**src/rtl/ext_arb_pkg.sv**
```systemverilog
`timescale 1ns/1ps
package ext_arb_pkg;
  localparam int MAX_SLOTS = 16;
  localparam int PC_STEP   = 4;

  typedef enum logic {
    STAGE_MA = 1'b0,
    STAGE_WB = 1'b1
  } reentry_e;

  // isolate the lowest set bit of a request vector
  function automatic logic [MAX_SLOTS-1:0] lowest_set(input logic [MAX_SLOTS-1:0] v);
    return v & (~v + MAX_SLOTS'(1));
  endfunction
endpackage

```
**src/rtl/ext_prio_pick.sv**
```systemverilog
`timescale 1ns/1ps
module ext_prio_pick #(
  parameter int N = 4
) (
  input  logic         enable,
  input  logic [N-1:0] req,
  output logic [N-1:0] pick
);
  import ext_arb_pkg::*;
  logic [MAX_SLOTS-1:0] req_wide;
  logic [MAX_SLOTS-1:0] pick_wide;

  always_comb begin
    req_wide        = '0;
    req_wide[N-1:0] = enable ? req : '0;
    pick_wide       = lowest_set(req_wide);
    pick            = pick_wide[N-1:0];
  end
endmodule

```
**src/rtl/ext_grant_ctrl.sv**
```systemverilog
`timescale 1ns/1ps
module ext_grant_ctrl #(
  parameter int N = 4
) (
  input  logic         clk,
  input  logic         rst_n,
  input  logic         fetch_valid,
  input  logic         flush,
  input  logic [N-1:0] req,
  input  logic [N-1:0] done,
  output logic [N-1:0] cur_mask,
  output logic         busy,
  output logic         done_hit
);
  logic [N-1:0] owner_q;
  logic [N-1:0] pick_oh;
  logic         arb_en;

  assign busy   = |owner_q;
  assign arb_en = fetch_valid & ~busy & ~flush;

  ext_prio_pick #(.N(N)) u_pick (
    .enable (arb_en),
    .req    (req),
    .pick   (pick_oh)
  );

  assign cur_mask = flush ? '0 : (busy ? owner_q : pick_oh);
  assign done_hit = |(cur_mask & done);

  always_ff @(posedge clk or negedge rst_n) begin
    if (!rst_n)        owner_q <= '0;
    else if (flush)    owner_q <= '0;
    else if (done_hit) owner_q <= '0;
    else if (!busy)    owner_q <= pick_oh;
  end
endmodule

```
**src/rtl/ext_route_mux.sv**
```systemverilog
`timescale 1ns/1ps
module ext_route_mux #(
  parameter int N = 4,
  parameter int W = 32
) (
  input  logic [N-1:0]   sel,
  input  logic [N*W-1:0] data,
  output logic [W-1:0]   out
);
  always_comb begin
    out = '0;
    for (int i = 0; i < N; i++)
      out = out | (data[i*W +: W] & {W{sel[i]}});
  end
endmodule

```
**src/rtl/ext_pipe_arbiter.sv**
```systemverilog
`timescale 1ns/1ps
module ext_pipe_arbiter #(
  parameter int NSLOT = 4,
  parameter int XLEN  = 32,
  parameter int REGW  = 5
) (
  input  logic                  clk,
  input  logic                  rst_n,
  input  logic                  fetch_valid,
  input  logic [XLEN-1:0]       fetch_pc,
  input  logic                  flush,
  input  logic [NSLOT-1:0]      slot_req,
  input  logic [NSLOT-1:0]      slot_done,
  input  logic [NSLOT-1:0]      slot_stall,
  input  logic [NSLOT-1:0]      slot_stage_wb,
  input  logic [NSLOT*XLEN-1:0] slot_next_pc,
  input  logic [NSLOT-1:0]      slot_exc,
  input  logic [NSLOT*XLEN-1:0] slot_exc_vpc,
  input  logic [NSLOT*REGW-1:0] slot_rs,
  input  logic [NSLOT*REGW-1:0] slot_rt,
  input  logic [NSLOT*REGW-1:0] slot_rd,
  input  logic [NSLOT-1:0]      slot_wr_en,
  input  logic [NSLOT*XLEN-1:0] slot_wr_data,
  output logic [NSLOT-1:0]      slot_grant,
  output logic [NSLOT-1:0]      slot_deny,
  output logic                  base_sel,
  output logic [XLEN-1:0]       next_pc,
  output logic                  fetch_hold,
  output logic                  pipe_stall,
  output logic                  reenter_ma,
  output logic                  reenter_wb,
  output logic                  exc_valid,
  output logic [XLEN-1:0]       exc_vpc,
  output logic [REGW-1:0]       rf_rs_addr,
  output logic [REGW-1:0]       rf_rt_addr,
  output logic [REGW-1:0]       rf_wr_addr,
  output logic                  rf_wr_en,
  output logic [XLEN-1:0]       rf_wr_data,
  output logic                  haz_valid,
  output logic [REGW-1:0]       haz_rs,
  output logic [REGW-1:0]       haz_rt,
  output logic [REGW-1:0]       haz_rd
);
  import ext_arb_pkg::*;

  function automatic logic [XLEN-1:0] seq_pc(input logic [XLEN-1:0] pc);
    return pc + XLEN'(PC_STEP);
  endfunction

  // named internal events
  logic [NSLOT-1:0] win_mask;
  logic             owner_busy;
  logic             win_done;
  logic             any_grant;
  reentry_e         win_stage;
  logic [XLEN-1:0]  win_npc;
  logic [REGW-1:0]  win_rs, win_rt, win_rd;

  ext_grant_ctrl #(.N(NSLOT)) u_ctrl (
    .clk         (clk),
    .rst_n       (rst_n),
    .fetch_valid (fetch_valid),
    .flush       (flush),
    .req         (slot_req),
    .done        (slot_done),
    .cur_mask    (win_mask),
    .busy        (owner_busy),
    .done_hit    (win_done)
  );

  ext_route_mux #(.N(NSLOT), .W(XLEN)) u_mux_npc (.sel(win_mask), .data(slot_next_pc), .out(win_npc));
  ext_route_mux #(.N(NSLOT), .W(XLEN)) u_mux_exc (.sel(win_mask), .data(slot_exc_vpc), .out(exc_vpc));
  ext_route_mux #(.N(NSLOT), .W(XLEN)) u_mux_wd  (.sel(win_mask), .data(slot_wr_data), .out(rf_wr_data));
  ext_route_mux #(.N(NSLOT), .W(REGW)) u_mux_rs  (.sel(win_mask), .data(slot_rs),      .out(win_rs));
  ext_route_mux #(.N(NSLOT), .W(REGW)) u_mux_rt  (.sel(win_mask), .data(slot_rt),      .out(win_rt));
  ext_route_mux #(.N(NSLOT), .W(REGW)) u_mux_rd  (.sel(win_mask), .data(slot_rd),      .out(win_rd));

  assign any_grant  = |win_mask;
  assign win_stage  = reentry_e'(|(win_mask & slot_stage_wb));

  assign slot_grant = win_mask;
  assign slot_deny  = slot_req & ~win_mask;
  assign base_sel   = fetch_valid & ~flush & ~owner_busy & ~any_grant;
  assign next_pc    = any_grant ? win_npc : seq_pc(fetch_pc);
  assign fetch_hold = any_grant & ~win_done;
  assign pipe_stall = |(win_mask & slot_stall);
  assign reenter_ma = win_done & (win_stage == STAGE_MA);
  assign reenter_wb = win_done & (win_stage == STAGE_WB);
  assign exc_valid  = |(win_mask & slot_exc);

  assign rf_rs_addr = win_rs;
  assign rf_rt_addr = win_rt;
  assign rf_wr_addr = win_rd;
  assign rf_wr_en   = |(win_mask & slot_wr_en);

  assign haz_valid  = any_grant;
  assign haz_rs     = win_rs;
  assign haz_rt     = win_rt;
  assign haz_rd     = win_rd;
endmodule

```
**config.mk**
```make
export PLATFORM = sky130hd
export DESIGN_NAME = ext_pipe_arbiter
export DESIGN_NICKNAME = d
export VERILOG_FILES = /design/src/rtl/ext_arb_pkg.sv /design/src/rtl/ext_prio_pick.sv /design/src/rtl/ext_grant_ctrl.sv /design/src/rtl/ext_route_mux.sv /design/src/rtl/ext_pipe_arbiter.sv
export SDC_FILE = /design/constraint.sdc
export NUM_CORES = 1
export LEC_CHECK = 0
export BUFFER_PORTS_ARGS = -buffer_cell sky130_fd_sc_hd__buf_2
export CORE_AREA = 2 2 251 253
export DETAILED_ROUTE_END_ITERATION = 7
export DIE_AREA = 0 0 253 255
export GPL_TIMING_DRIVEN = 0
export HOLD_SLACK_MARGIN = 0.02
export PLACE_DENSITY = 0.37
export REMOVE_ABC_BUFFERS = 1
export SLEW_MARGIN = 20
export SYNTH_ARGS = -nofsm -noshare
export SYNTH_HDL_FRONTEND = slang
export SYNTH_HIERARCHICAL = 1
export SYNTH_SLANG_ARGS = --single-unit
```
**constraint.sdc**
```tcl
create_clock -name clk -period 8.3 [get_ports clk]
set_input_delay 1.245 -clock clk [delete_from_list [all_inputs] [get_ports clk]]
set_output_delay 1.245 -clock clk [all_outputs]
set_load 0.05 [all_outputs]
```
After elaboration in Yosys (flattened, before gate mapping). Index checks and enable logic that the tools add are counted.

Register bits: 4. Bits in latches: 0. Bits in writable memories: 0. Memory bits (read-only): 0. Output and inout port bits: 142. Logic and storage cells: 80. Memories kept: 0.

Add/sub/neg operators: 2. Multiply operators: 0. Divide/modulo/power cells: 0. Order comparisons: 0. Equal/unequal tests: 0. Shift operators: 0. Multiplexer cells: 6. Bitwise operators: 64. Reduce and logical (&&, ||, !) cells: 7.

Operators with widths (number): bitwise AND 32 bit (12); bitwise OR 32 bit (9); bitwise AND 5 bit (12); bitwise OR 5 bit (9); adder 32 x 3 -> 32 bit (second input constant) (1); two-way mux 32 bit (1); bitwise AND 4 bit (7); OR reduction 4 bit (7); two-way mux 4 bit (5); bitwise AND 1 bit (8); inverter 4 bit (2); inverter 1 bit (5); adder 4 x 1 -> 4 bit (second input constant) (1).

Logic depth before layout (Yosys ltp). Gate-level depths: netlist of run 1.

Depth in word-level cells: 15. Mapped depth: 12. Mapped depth without buffers: 11.

Modules after synthesis. Netlist of run 1, hierarchy kept.

Modules (own cells, without submodules): ext_route_mux (u_mux_exc ...) (times used 3, cells an instance 108, area an instance 705.7 µm²); ext_pipe_arbiter (times used 1, cells an instance 197, area an instance 1222.4 µm²); ext_grant_ctrl (times used 1, cells an instance 37, area an instance 297.8 µm²); ext_route_mux (u_mux_rd ...) (times used 3, cells an instance 15, area an instance 93.8 µm²); ext_prio_pick (times used 1, cells an instance 6, area an instance 65.1 µm²).

Least setup slack after synthesis of run 1. No wires, ideal clock.

Path kind: input-to-output. From: in flush. To: out next_pc[28]. Arrival: 6.097 ns. Required time: 7.055 ns. Slack: 0.958 ns. Stages: 11. Buffers on the path: 2. Cells stage by stage: clkbuf_2 > nor3b_1 > and2_2 > nor4b_1 > nor2_1 > nor2_1 > nor4_4 > inv_2 > clkbuf_1 > nand2_1 > o21ai_1.

RTL lines: start: declaration (RTL line ext_pipe_arbiter.sv:11) `input logic flush,`; inverter 1 bit * (RTL line ext_grant_ctrl.sv:20) `assign arb_en = fetch_valid & ~busy & ~flush;`; bitwise AND 1 bit * (RTL line ext_grant_ctrl.sv:20); named net u_ctrl.arb_en (RTL line ext_grant_ctrl.sv:17) `logic arb_en;`; two-way mux 4 bit * (RTL line ext_prio_pick.sv:15) `req_wide[N-1:0] = enable ? req : '0;`; inverter 4 bit (RTL line ext_arb_pkg.sv:13) `return v & (~v + MAX_SLOTS'(1));`; adder 4 x 1 -> 4 bit (RTL line ext_arb_pkg.sv:13); bitwise AND 4 bit * (RTL line ext_arb_pkg.sv:13); named net u_ctrl.pick_oh[0] (RTL line ext_grant_ctrl.sv:16) `logic [N-1:0] pick_oh;`; two-way mux 4 bit * (2 in series) (RTL line ext_grant_ctrl.sv:28) `assign cur_mask = flush ? '0 : (busy ? owner_q : pick_oh);`; named net slot_grant[0] (RTL line ext_pipe_arbiter.sv:24) `output logic [NSLOT-1:0] slot_grant,`; OR reduction 4 bit * (RTL line ext_pipe_arbiter.sv:78) `assign any_grant = |win_mask;`; named net haz_valid (RTL line ext_pipe_arbiter.sv:39) `output logic haz_valid,`; two-way mux 32 bit * (RTL line ext_pipe_arbiter.sv:84) `assign next_pc = any_grant ? win_npc : seq_pc(fetch_pc);`; end: declaration (RTL line ext_pipe_arbiter.sv:27) `output logic [XLEN-1:0] next_pc,`.

Mark *: on every way through the listed nets, which the timed path passes. The rest lies on a longest branch.

Final worst setup path of run 1.
From: in flush. To: out next_pc[14].

Cells in the longest elaborated chain, start to end: 13.

Ends and longest elaborated chain: inverter 1 bit * (RTL line ext_grant_ctrl.sv:20); bitwise AND 1 bit * (RTL line ext_grant_ctrl.sv:20); named net u_ctrl.arb_en (RTL line ext_grant_ctrl.sv:17); two-way mux 4 bit * (RTL line ext_prio_pick.sv:15); inverter 4 bit (RTL line ext_arb_pkg.sv:13); adder 4 x 1 -> 4 bit (RTL line ext_arb_pkg.sv:13); bitwise AND 4 bit * (RTL line ext_arb_pkg.sv:13); named net u_ctrl.pick_oh[0] (RTL line ext_grant_ctrl.sv:16); two-way mux 4 bit * (2 in series) (RTL line ext_grant_ctrl.sv:28); bitwise AND 32 bit (RTL line ext_route_mux.sv:13) `out = out | (data[i*W +: W] & {W{sel[i]}});`; bitwise OR 32 bit (3 in series) (RTL line ext_route_mux.sv:13); two-way mux 32 bit * (RTL line ext_pipe_arbiter.sv:84).

Marked as above.

==> results.md, run 1 <==
* First-pass GRT wire length at 49.2 mm
* Vias in the first global route at 6992
* Worst R2R End: u_ctrl/owner_q[3]
* Post-route worst setup slack at 2.28 ns
* Core Area at 0.0622 mm^2
* Vias/cell at 3.78
* Unrepaired setup endpoints after global routing: false
* Row count at 92
* Share of layout cells above drive strength 1 at 56.7%
* Placed cells at 2007
* Fin crit share at 72.5%
* Synth Register Bits at 4
* Hold WS at 0.735 ns
* Min-delay src: u_ctrl/owner_q[2]
* Final Max Tran Viols at 0
* Post-DP HPWL at 34.4 mm
* Layout Cells excl Fill at 2015
* Syn_area_per_cell at 6.54 um^2
* Power Density at 63.8 mW/mm^2
* Top reg by flops: u_ctrl/owner_q
* Clock sink count at 4
* Synth cell types at 40
* Rel. slew slack at 39.4%
* CTS HTree Levels at 1
* Top-area cell type share of the netlist area at 43.3%
* Initial antenna violation count at 25
* Final ANT Viol Nets at 0
* Initial core utilization at 6.41%
* Worst-Margin Slew at 0.909 ns
* Hold buffers post-CTS at 0
* Clk_skew at 0.000651 ns
* Vias post-DR at 7607
* Layout area overhead at 106%
* CTS Root Cell: clkbuf_16
* Sequential area share after synthesis at 2.51%
* Synthesized area at 0.00398 mm^2
* Leak at 4.32 nW
* Post-layout nets at 1718
* Routability cong. at 0.795
* Largest net degree at the start of global routing at 63
* Post-CTS setup repair buffer count at 0
* Fmax at 166 MHz
* Worst slack, placed at 2.08 ns
* VDD IR max at 0.0607 mV
* IO Port Bufs at 645
* Crit. End Element: output pin
* CP Max Fanout at 62
* CTS tree: built
* Max Cap Viol at 0
* Final setup fails at 0
* WS Path Type: primary input to output pin
* Synth top area cells: a22oi_1, nand2_1, buf_6
* Hold EP: u_ctrl/owner_q[2]
* Final hold violation count at 0
* FF-to-FF Start: u_ctrl/owner_q[0]
* Top flop regs: u_ctrl/owner_q: 4 flops
* Worst setup SP type: primary input
* R2R setup slack at 5.37 ns
* Cells after Synth at 609
* Die height at 255 um
* Overall Global Routing Usage at 10.5%
* Clock transition at the registers of the reported paths at 0.03 ns
* Die Wd at 253 um
* Hold crit path type: flop to flop
* Drt wl/cell at 19.1 um
* Leading area contributor after synthesis: a22oi_1
* CTS resizes at 0
* DRT iter0 DRCs at 532
* Overflow after GRT at 0
* Clk_lat worst skew at 0.22 ns
* Required time worst endpoint at 7.05 ns
* Hold path depth at 2
* DRT Pass-1 Iters at 5
* Reg2Reg Depth at 7
* Total Power at 522 uW
* Fin crit period at 6.02 ns
* Ys Warns at 6
* Number of flip-flops in the largest register at 4
* Die area at 0.0645 mm^2
* Filler cells at 7315
* Clock Tree Buf Depth at 2
* Crit path DAT at 4.77 ns
* Outcome: completed
* Residual DRC at 0
* I/O pin count at 646
* CTS Buf Count at 3
* Post-Route WL at 38.6 mm
==> worst max path at each step <==
stage	start	to	slack, ns	cells after the start
floorplan	flush	next_pc[10]	-1.25	8
global placement	flush	rf_wr_data[2]	-5.34	10
detailed placement	flush	next_pc[10]	2.08	12
CTS	flush	next_pc[10]	2.06	12
global route	flush	next_pc[10]	2.00	10
finish	flush	next_pc[14]	2.28	10
==> power breakdown <==
part,internal [mW],leakage [nW],total [mW],switching [mW]
clock network,0.0615,0.0370,0.0742,0.0127
registers,0.0199,0.0557,0.0203,0.000461
logic,0.148,4.23,0.428,0.280
total,0.229,4.32,0.522,0.293
==> worst max-delay path, cell delays in order <==
cell	delay, ns
buf_2	0.30
nor3b_1	0.15
and2_2	0.22
nor4b_1	0.17
nor2_1	0.19
nor2_4	0.09
nor4_4	0.53
clkinv_2	0.82
o21ai_0	0.64
buf_2	0.35
==> synth_stat cells (all sizes together) <==
library cell    n
a22oi         230
nand2         164
buf            54
o21ai          32
xnor2          19
nor2           17
nor4           12
nand4           9
xor2            9
clkbuf          8
nand3           8
and3            7
inv             6
nor4b           6
dfrtp           4
nor2b           4
nor3            4
o211a           4
and4            3
and2            2
nor3b           2
or4             2
a21boi          1
ha              1
nand2b          1
==> routing by layer <==
| metal | vias to the layer above | track usage (%) | wire length (um) |
|---|---|---|---|
| li1 | 3564 | - | - |
| met1 | 3500 | 11.7 | 14200 |
| met2 | 463 | 18.8 | 18800 |
| met3 | 58 | 4.26 | 4580 |
| met4 | 22 | 1.89 | 826 |
| met5 | - | 0 | 146 |
==> area by class of cell <==
cell class / count / area, um^2 / share of cell area [%]
clock buffer: 3 / 75.1 / 0.917
sequential: 4 / 100 / 1.22
antenna: 5 / 12.5 / 0.153
timing repair buffer: 661 / 3560 / 43.5
inverter: 6 / 23.8 / 0.290
multi-input combinational: 537 / 3410 / 41.7
tap: 799 / 1000 / 12.2
==> cell usage in the layout, fill, tap and decap left out, types with 6 or more instances in the layout <==
cell,count
buf_2,645
a22oi_1,230
nand2_1,163
xnor2_1,19
o21ai_0,16
o21ai_1,14
buf_12,14
nor2_1,13
xor2_1,9
nand3_1,8
nand4_1,8
and3_1,7
nor4_2,6
==> per-stage QoR <==
| step | cell area (um^2) | setup TNS, ns | util (%) |
|---|---|---|---|
| 2_1_floorplan | 3510 | -93.99 | - |
| 3_3_place_gp | 7730 | -501.69 | 12.4 |
| 3_5_place_dp | 8100 | 0 | 13.0 |
| 4_1_cts | 8180 | 0 | 13.2 |
| 5_1_grt | 8180 | 0 | 13.2 |
| 6_report | 8190 | 0 | 13.2 |
==> kinds of logic after synthesis <==
group                      after synthesis  share of synthesized area (%)
adders and majority gates                1                          0.314
and+or+nand+nor                        241                           29.7
xor gates and xnor gates                28                           6.16
buffers and inverters                   68                           12.5
AOI/OAI and AO/OA                      267                           48.7
DFF                                      4                           2.51
(Power assumes the default switching activity.)
==> run 2: changes to the inputs <==
--- a/config.mk
+++ b/config.mk
@@ -6,12 +6,12 @@
 export NUM_CORES = 1
 export LEC_CHECK = 0
 export BUFFER_PORTS_ARGS = -buffer_cell sky130_fd_sc_hd__buf_2
-export CORE_AREA = 2 2 251 253
+export CORE_AREA = 2 2 249 251
 export DETAILED_ROUTE_END_ITERATION = 7
-export DIE_AREA = 0 0 253 255
+export DIE_AREA = 0 0 251 253
 export GPL_TIMING_DRIVEN = 0
 export HOLD_SLACK_MARGIN = 0.02
-export PLACE_DENSITY = 0.37
+export PLACE_DENSITY = 0.38
 export REMOVE_ABC_BUFFERS = 1
 export SLEW_MARGIN = 20
 export SYNTH_ARGS = -nofsm -noshare
==> constraint.sdc (replaced) <==
create_clock -name clk -period 5.9 [get_ports clk]
set_input_delay 0.885 -clock clk [delete_from_list [all_inputs] [get_ports clk]]
set_output_delay 0.885 -clock clk [all_outputs]
set_load 0.05 [all_outputs]
==> run 2 against run 1 <==
Effect of this change: final cell count down 0.20%; first-iteration DRC count up 20%; largest cell class unchanged; sequential share of layout area about the same; combinational power up 41%; highest routed layer unchanged; non-clock buffer count unchanged; worst setup slack worse by 1.8 ns; sequential cell count unchanged; count of clock-buffer cells in the layout unchanged; power up 41%; via count up 0.74%; clock skew up 0.00060 ns.
==> results.md, run 2 (synthesis results as in run 1) <==
* Leak at 4.34 nW (was 4.32 nW)
* Clock transition at the registers of the reported paths at 0.03 ns (about the same)
* Final hold violation count at 0 (unchanged)
* VDD IR max at 0.0720 mV (was 0.0607 mV)
* Final setup fails at 0 (unchanged)
* Worst setup SP type: flop (was primary input)
* Clock Tree Buf Depth at 2 (unchanged)
* Drt wl/cell at 20.4 um (was 19.1 um)
* Number of flip-flops in the largest register at 4 (unchanged)
* IO Port Bufs at 645 (unchanged)
* Largest net degree at the start of global routing at 63 (unchanged)
* Vias post-DR at 7663 (was 7607)
* Bufs and invs on worst path at 3 (unchanged)
* Final ANT Viol Nets at 0 (unchanged)
* Share of layout cells above drive strength 1 at 56.8% (was 56.7%)
* Outcome: completed (unchanged)
* Commonest non-fill, non-tap cells in the layout: buf_2, a22oi_1, nand2_1 (unchanged)
* Crit. End Element: output pin (unchanged)
* Initial antenna violation count at 37 (was 25)
* I/O pin count at 646 (unchanged)
* Clock sink count at 4 (unchanged)
* Rel. slew slack at 32.6% (was 39.4%)
* DRT iter0 DRCs at 636 (was 532)
* Top reg by flops: u_ctrl/owner_q (unchanged)
* Critical-path cell list: or4_2, nor3b_1, nand2b_4, nor4b_4, nor4b_2, nor2_1, nor2_4, buf_12, nor4_4, bufinv_16, nand2_1, o21ai_0, buf_2 (was buf_2, nor3b_1, and2_2, nor4b_1, nor2_1, nor2_4, nor4_4, clkinv_2, o21ai_0, buf_2)
* Fin crit period at 5.45 ns
* Worst-Margin Slew at 1.01 ns (was 0.909 ns)
* CTS Buf Count at 3 (unchanged)
* Hold crit path type: primary input to asynchronous set/reset pin (was flop to flop)
* Clk_lat worst skew at 0.22 ns (about the same)
* CTS HTree Levels at 1 (unchanged)
* Overflow after GRT at 0 (unchanged)
* Clk_skew at 0.00125 ns (was 0.000651 ns)
* Most common cell after layout, fill and taps aside: buf_2 (unchanged)
* Power Density at 89.6 mW/mm^2 (was 63.8 mW/mm^2)
* Total Power at 738 uW (was 522 uW)
* Post-Route WL at 40.9 mm (was 38.6 mm)
* Fin crit share at 92.4%
* Residual DRC at 0 (unchanged)
* Max Cap Viol at 0 (unchanged)
* Die Wd at 251 um (was 253 um)
* Core Area at 0.0610 mm^2 (was 0.0622 mm^2)
* Unrepaired setup endpoints after global routing: false (unchanged)
* CP Max Fanout at 62 (unchanged)
* Fmax at 183 MHz
* Hold buffers post-CTS at 0 (unchanged)
* WS Path Type: flop to output pin (was primary input to output pin)
* Die height at 253 um (was 255 um)
* DRT Pass-1 Iters at 6 (was 5)
* Critical-path top delay cell: or4_2 (was clkinv_2)
* Crit path DAT at 4.57 ns (was 4.77 ns)
* First-pass GRT wire length at 53.0 mm (was 49.2 mm)
* Initial core utilization at 6.53% (was 6.41%)
* Filler cells at 7187 (was 7315)
* Post-layout nets at 1718 (unchanged)
* CP max stage delay at 0.71 ns (was 0.82 ns)
* Layout area overhead at 107% (was 106%)
* Die area at 0.0635 mm^2 (was 0.0645 mm^2)
* Post-layout util at 13.5% (was 13.2%)
* CTS tree: built (unchanged)
* Overall Global Routing Usage at 11.7% (was 10.5%)
* Vias in the first global route at 7184 (was 6992)
* Top flop regs: u_ctrl/owner_q: 4 flops (unchanged)
* Delay-heaviest family, CP: simple AND/OR/NAND/NOR gates (was buffers and inverters)
* Final Max Tran Viols at 0 (unchanged)
* CTS Root Cell: clkbuf_16 (unchanged)
* Row count at 91 (was 92)
* Post-DP HPWL at 36.3 mm (was 34.4 mm)
* Required time worst endpoint at 5.02 ns (was 7.05 ns)
* Hold WS at 0.466 ns (was 0.735 ns)
* Vias/cell at 3.81 (was 3.78)
* Routability cong. at 0.751 (was 0.795)
[run 2: cell types whose count changed in the layout (fill, tap and decap cells not counted), sizes merged]
cell / delta
bufinv: +1
clkinv: -1
diode: +5
[run 2: worst paths after layout]
kind / startpoint / endpoint / slack (ns) / depth (start not counted)
min in group clk: u_ctrl/owner_q[3] / u_ctrl/owner_q[3] / 0.74 / 2
worst max-delay path: u_ctrl/owner_q[0] / next_pc[12] / 0.45 / 13
worst min-delay path: rst_n / u_ctrl/owner_q[0] / 0.47 / 1
worst min register to register: u_ctrl/owner_q[3] / u_ctrl/owner_q[3] / 0.74 / 2
max in group asynchronous: rst_n / u_ctrl/owner_q[3] / 5.31 / 1
worst max register to register: u_ctrl/owner_q[0] / u_ctrl/owner_q[0] / 3.12 / 7
[run 2: layout make-up]
| type | instances | area [um^2] | area share [%] |
|---|---|---|---|
| repair buffers | 661 | 3580 | 43.4 |
| multi-input cells | 537 | 3420 | 41.5 |
| well taps | 790 | 988 | 12.0 |
| flip-flops and latches | 4 | 100 | 1.22 |
| clock buffers | 3 | 75.1 | 0.911 |
| inverters | 6 | 48.8 | 0.592 |
| diodes | 10 | 25.0 | 0.304 |
[run 2: power by group]
part           leakage, nW  switching, mW  internal [mW]
clock network       0.0370         0.0175         0.0864
logic                 4.24          0.393          0.212
registers           0.0557       0.000639         0.0280
[run 2: per-stage QoR]
stage                     instance area, um^2  TNS (ns)  instances  setup WS [ns]
after floorplan                          3510   -364.97        547          -3.18
after global placement                   7720   -787.41       1982          -7.29
after detailed placement                 8110         0       1998         0.0535
after CTS                                8180         0       2001        0.00847
after global routing                     8220         0       2006          0.107
final                                    8240         0       2011          0.447
[run 2: routing by layer]
| metal | GRT usage (%) | routed length, um |
|---|---|---|
| met1 | 13.8 | 16200 |
| met2 | 19.2 | 18700 |
| met3 | 5.74 | 5100 |
| met4 | 2.04 | 766 |
| met5 | 0 | 221 |
[run 2: what timing repair did]
action	4_1_cts	5_1_grt
buffers inserted	0	0
cloned	0	0
resized for setup	1	4
setup endpoints to repair	1	3
==> run 3: changes to the inputs <==
--- a/config.mk
+++ b/config.mk
@@ -6,9 +6,9 @@
 export NUM_CORES = 1
 export LEC_CHECK = 0
 export BUFFER_PORTS_ARGS = -buffer_cell sky130_fd_sc_hd__buf_2
-export CORE_AREA = 2 2 249 251
+export CORE_AREA = 2 2 250 252
 export DETAILED_ROUTE_END_ITERATION = 7
-export DIE_AREA = 0 0 251 253
+export DIE_AREA = 0 0 252 254
 export GPL_TIMING_DRIVEN = 0
 export HOLD_SLACK_MARGIN = 0.02
 export PLACE_DENSITY = 0.38
==> constraint.sdc (replaced) <==
create_clock -name clk -period 4.5 [get_ports clk]
set_input_delay 0.675 -clock clk [delete_from_list [all_inputs] [get_ports clk]]
set_output_delay 0.675 -clock clk [all_outputs]
set_load 0.05 [all_outputs]
==> run 3 against run 2 <==
Effect of this change: non-clock buffer count grew 18; critical path depth stayed put; count of clock-buffer cells in the layout is the same; hold slack got worse by 0.21 ns; sequential power grew 34%; register-to-register slack lost 1.1 ns; combinational power increased by 35%; utilization is 0.51 points higher; sequential cell count unchanged; die area is 0.80% higher; first-iteration DRC count up 4.1%; largest cell class unchanged.
==> results.md, run 3 (synthesis results as in run 1) <==
* Clk_skew at 0.00140 ns (was 0.00125 ns)
* DRT Pass-1 Iters at 5 (was 6)
* WS Path Type: flop to output pin (unchanged)
* Critical-path top delay cell: or4_4 (was or4_2)
* Residual DRC at 0 (unchanged)
* Die area at 0.0640 mm^2 (was 0.0635 mm^2)
* Overflow after GRT at 0 (unchanged)
* CTS HTree Levels at 1 (unchanged)
* Post-DP HPWL at 36.3 mm (about the same)
* Final ANT Viol Nets at 0 (unchanged)
* Routability cong. at 0.798 (was 0.751)
* Final setup fails at 0 (unchanged)
* Drt wl/cell at 21.1 um (was 20.4 um)
* P_sw at 549 uW (was 411 uW)
* Worst-Margin Slew at 0.761 ns (was 1.01 ns)
* Clock Tree Buf Depth at 2 (unchanged)
* Clock transition at the registers of the reported paths at 0.03 ns (about the same)
* Power Density at 116 mW/mm^2 (was 89.6 mW/mm^2)
* Required time worst endpoint at 3.83 ns (was 5.02 ns)
* VDD IR max at 0.0793 mV (was 0.0720 mV)
* Reg2Reg Depth at 8 (was 7)
* Hold buffers post-CTS at 0 (unchanged)
* Worst R2R End: u_ctrl/owner_q[3] (was u_ctrl/owner_q[0])
* Post-layout nets at 1737 (was 1718)
* Outcome: completed (unchanged)
* CTS Buf Count at 3 (unchanged)
* Crit path DAT at 3.62 ns (was 4.57 ns)
* Final Max Tran Viols at 0 (unchanged)
* DRT iter0 DRCs at 662 (was 636)
* Largest net degree at the start of global routing at 63 (unchanged)
* CP dominant cell by count: buf_4
* Core Area at 0.0613 mm^2 (was 0.0610 mm^2)
* I/O pin count at 646 (unchanged)
* Area taken by multi-input logic gates at 0.00350 mm^2 (was 0.00342 mm^2)
* IO Port Bufs at 645 (unchanged)
* Row count at 91 (unchanged)
* Vias in the first global route at 7344 (was 7184)
* Placed cells at 1998 (unchanged)
* Commonest non-fill, non-tap cells in the layout: buf_2, a22oi_1, nand2_1 (unchanged)
* Post-Route WL at 42.9 mm (was 40.9 mm)
* CP Max Fanout at 58 (was 62)
* Die Wd at 252 um (was 251 um)
* Sw frac at 55.4% (was 55.7%)
* Clk_lat worst skew at 0.22 ns (about the same)
* Vias/cell at 3.85 (was 3.81)
* Critical-path cell list: or4_4, nor3b_4, and2_2, nor4b_4, nor2_1, nor2_4, buf_4, buf_16, a22oi_1, nand2_1, nand2_2, o21ai_0, buf_4 (was or4_2, nor3b_1, nand2b_4, nor4b_4, nor4b_2, nor2_1, nor2_4, buf_12, nor4_4, bufinv_16, nand2_1, o21ai_0, buf_2)
* Clock sink count at 4 (unchanged)
* Initial core utilization at 6.50% (was 6.53%)
* DP Area at 0.00811 mm^2 (about the same)
* Unrepaired setup endpoints after global routing: false (unchanged)
* Worst setup SP type: flop (unchanged)
* Clock power share at 13.7% (was 14.1%)
* Number of flip-flops in the largest register at 4 (unchanged)
* Filler cells at 7226 (was 7187)
* First-pass GRT wire length at 53.8 mm (was 53.0 mm)
* CTS tree: built (unchanged)
* Top flop regs: u_ctrl/owner_q: 4 flops (unchanged)
* Layout area overhead at 115% (was 107%)
* Layout Cells excl Fill at 2028 (was 2011)
* Fin crit share at 95.5%
* Share of layout cells above drive strength 1 at 58.5% (was 56.8%)
* Initial antenna violation count at 35 (was 37)
* Final hold violation count at 0 (unchanged)
* Vias post-DR at 7814 (was 7663)
* FF-to-FF Start: u_ctrl/owner_q[0] (unchanged)
* Top reg by flops: u_ctrl/owner_q (unchanged)
* Seq. cell area at 104 um^2 (was 100 um^2)
* Crit. End Element: output pin (unchanged)
* Internal power at 441 uW (was 327 uW)
* Overall Global Routing Usage at 11.7% (about the same)
* R2R setup slack at 2.06 ns (was 3.12 ns)
* Combinational fraction of design power at 82.5% (was 82.0%)
* CP max stage delay at 0.58 ns (was 0.71 ns)
* Fin crit period at 4.30 ns
* Most common cell after layout, fill and taps aside: buf_2 (unchanged)
* Final instance area at 0.00858 mm^2 (was 0.00824 mm^2)
* Hold crit path type: primary input to asynchronous set/reset pin (unchanged)
* Die height at 254 um (was 253 um)
* Fmax at 233 MHz
* CTS Root Cell: clkbuf_16 (unchanged)
* Rel. slew slack at 48.9% (was 32.6%)
* Leak at 4.49 nW (was 4.34 nW)
* Max Cap Viol at 0 (unchanged)
* Sequential Power Share at 3.9% (about the same)
run 3: changes by cell type in the layout (fill, tap and decap cells not counted), sizes merged:
cell    delta
buf       +14
bufbuf     +2
clkbuf     +2
diode      -2
inv        +1
run 3: timing repair:
action,CTS,global route
endpoints found under the setup margin,134,56
setup buffers,14,3
gates resized for setup,27,11
cloned,2,2
pin swaps,4,3
run 3: power groups by stage:
stage                     logic, mW  registers (mW)  clock network [mW]
after floorplan               0.403          0.0376                   0
after global placement        0.786          0.0378                   0
after detailed placement      0.791          0.0378                   0
after CTS                     0.812          0.0382               0.138
after global routing          0.870          0.0383               0.142
final                         0.817          0.0383               0.135
run 3: stage by stage:
stage | TNS, ns | power (mW) | utilization [%] | hold WS, ns | setup slack [ns]
floorplan | -533.95 | 0.441 | - | 0.379 | -4.37
global placement | -944.97 | 0.824 | 12.6 | 0.482 | -8.28
detailed placement | -24.56 | 0.829 | 13.2 | 0.489 | -0.935
CTS | 0 | 0.988 | 13.9 | 0.256 | 0.00709
global route | 0 | 1.05 | 14.0 | 0.259 | 0.0156
finish | 0 | 0.991 | 14.0 | 0.257 | 0.203
run 3: routing by layer:
layer,GRT usage (%),vias to the layer above,part of all wire [%]
li1,-,3605,-
met1,13.8,3629,39
met2,20.4,473,47
met3,4.49,83,11
met4,2.23,24,2.3
met5,0,-,0.37
run 3: worst max-delay path: cells and delay by family, from the launching register on:
family	cells	cell delay (ns)
and+or+nand+nor	8	1.84
buffers and inverters	3	0.62
DFF	1	0.48
AOI/OAI and AO/OA	2	0.35
run 3: area by class of cell:
type | count | area share [%]
diodes | 8 | 0.233
clock buffers | 3 | 0.875
inverters | 6 | 0.569
multi-input cells | 537 | 40.8
flip-flops and latches | 4 | 1.21
well taps | 790 | 11.5
repair buffers | 679 | 44.7
repair inverters | 1 | 0.102
run 3: how the worst max path moves through the flow:
stage	start	to	slack, ns	cells past startpoint
2_1_floorplan	u_ctrl/owner_q[0]	next_pc[10]	-4.37	9
3_3_place_gp	u_ctrl/owner_q[0]	rf_wr_data[1]	-8.28	10
3_5_place_dp	u_ctrl/owner_q[0]	next_pc[15]	-0.94	12
4_1_cts	u_ctrl/owner_q[0]	next_pc[15]	0.007	14
5_1_grt	u_ctrl/owner_q[3]	base_sel	0.02	11
6_report	u_ctrl/owner_q[0]	next_pc[11]	0.20	13
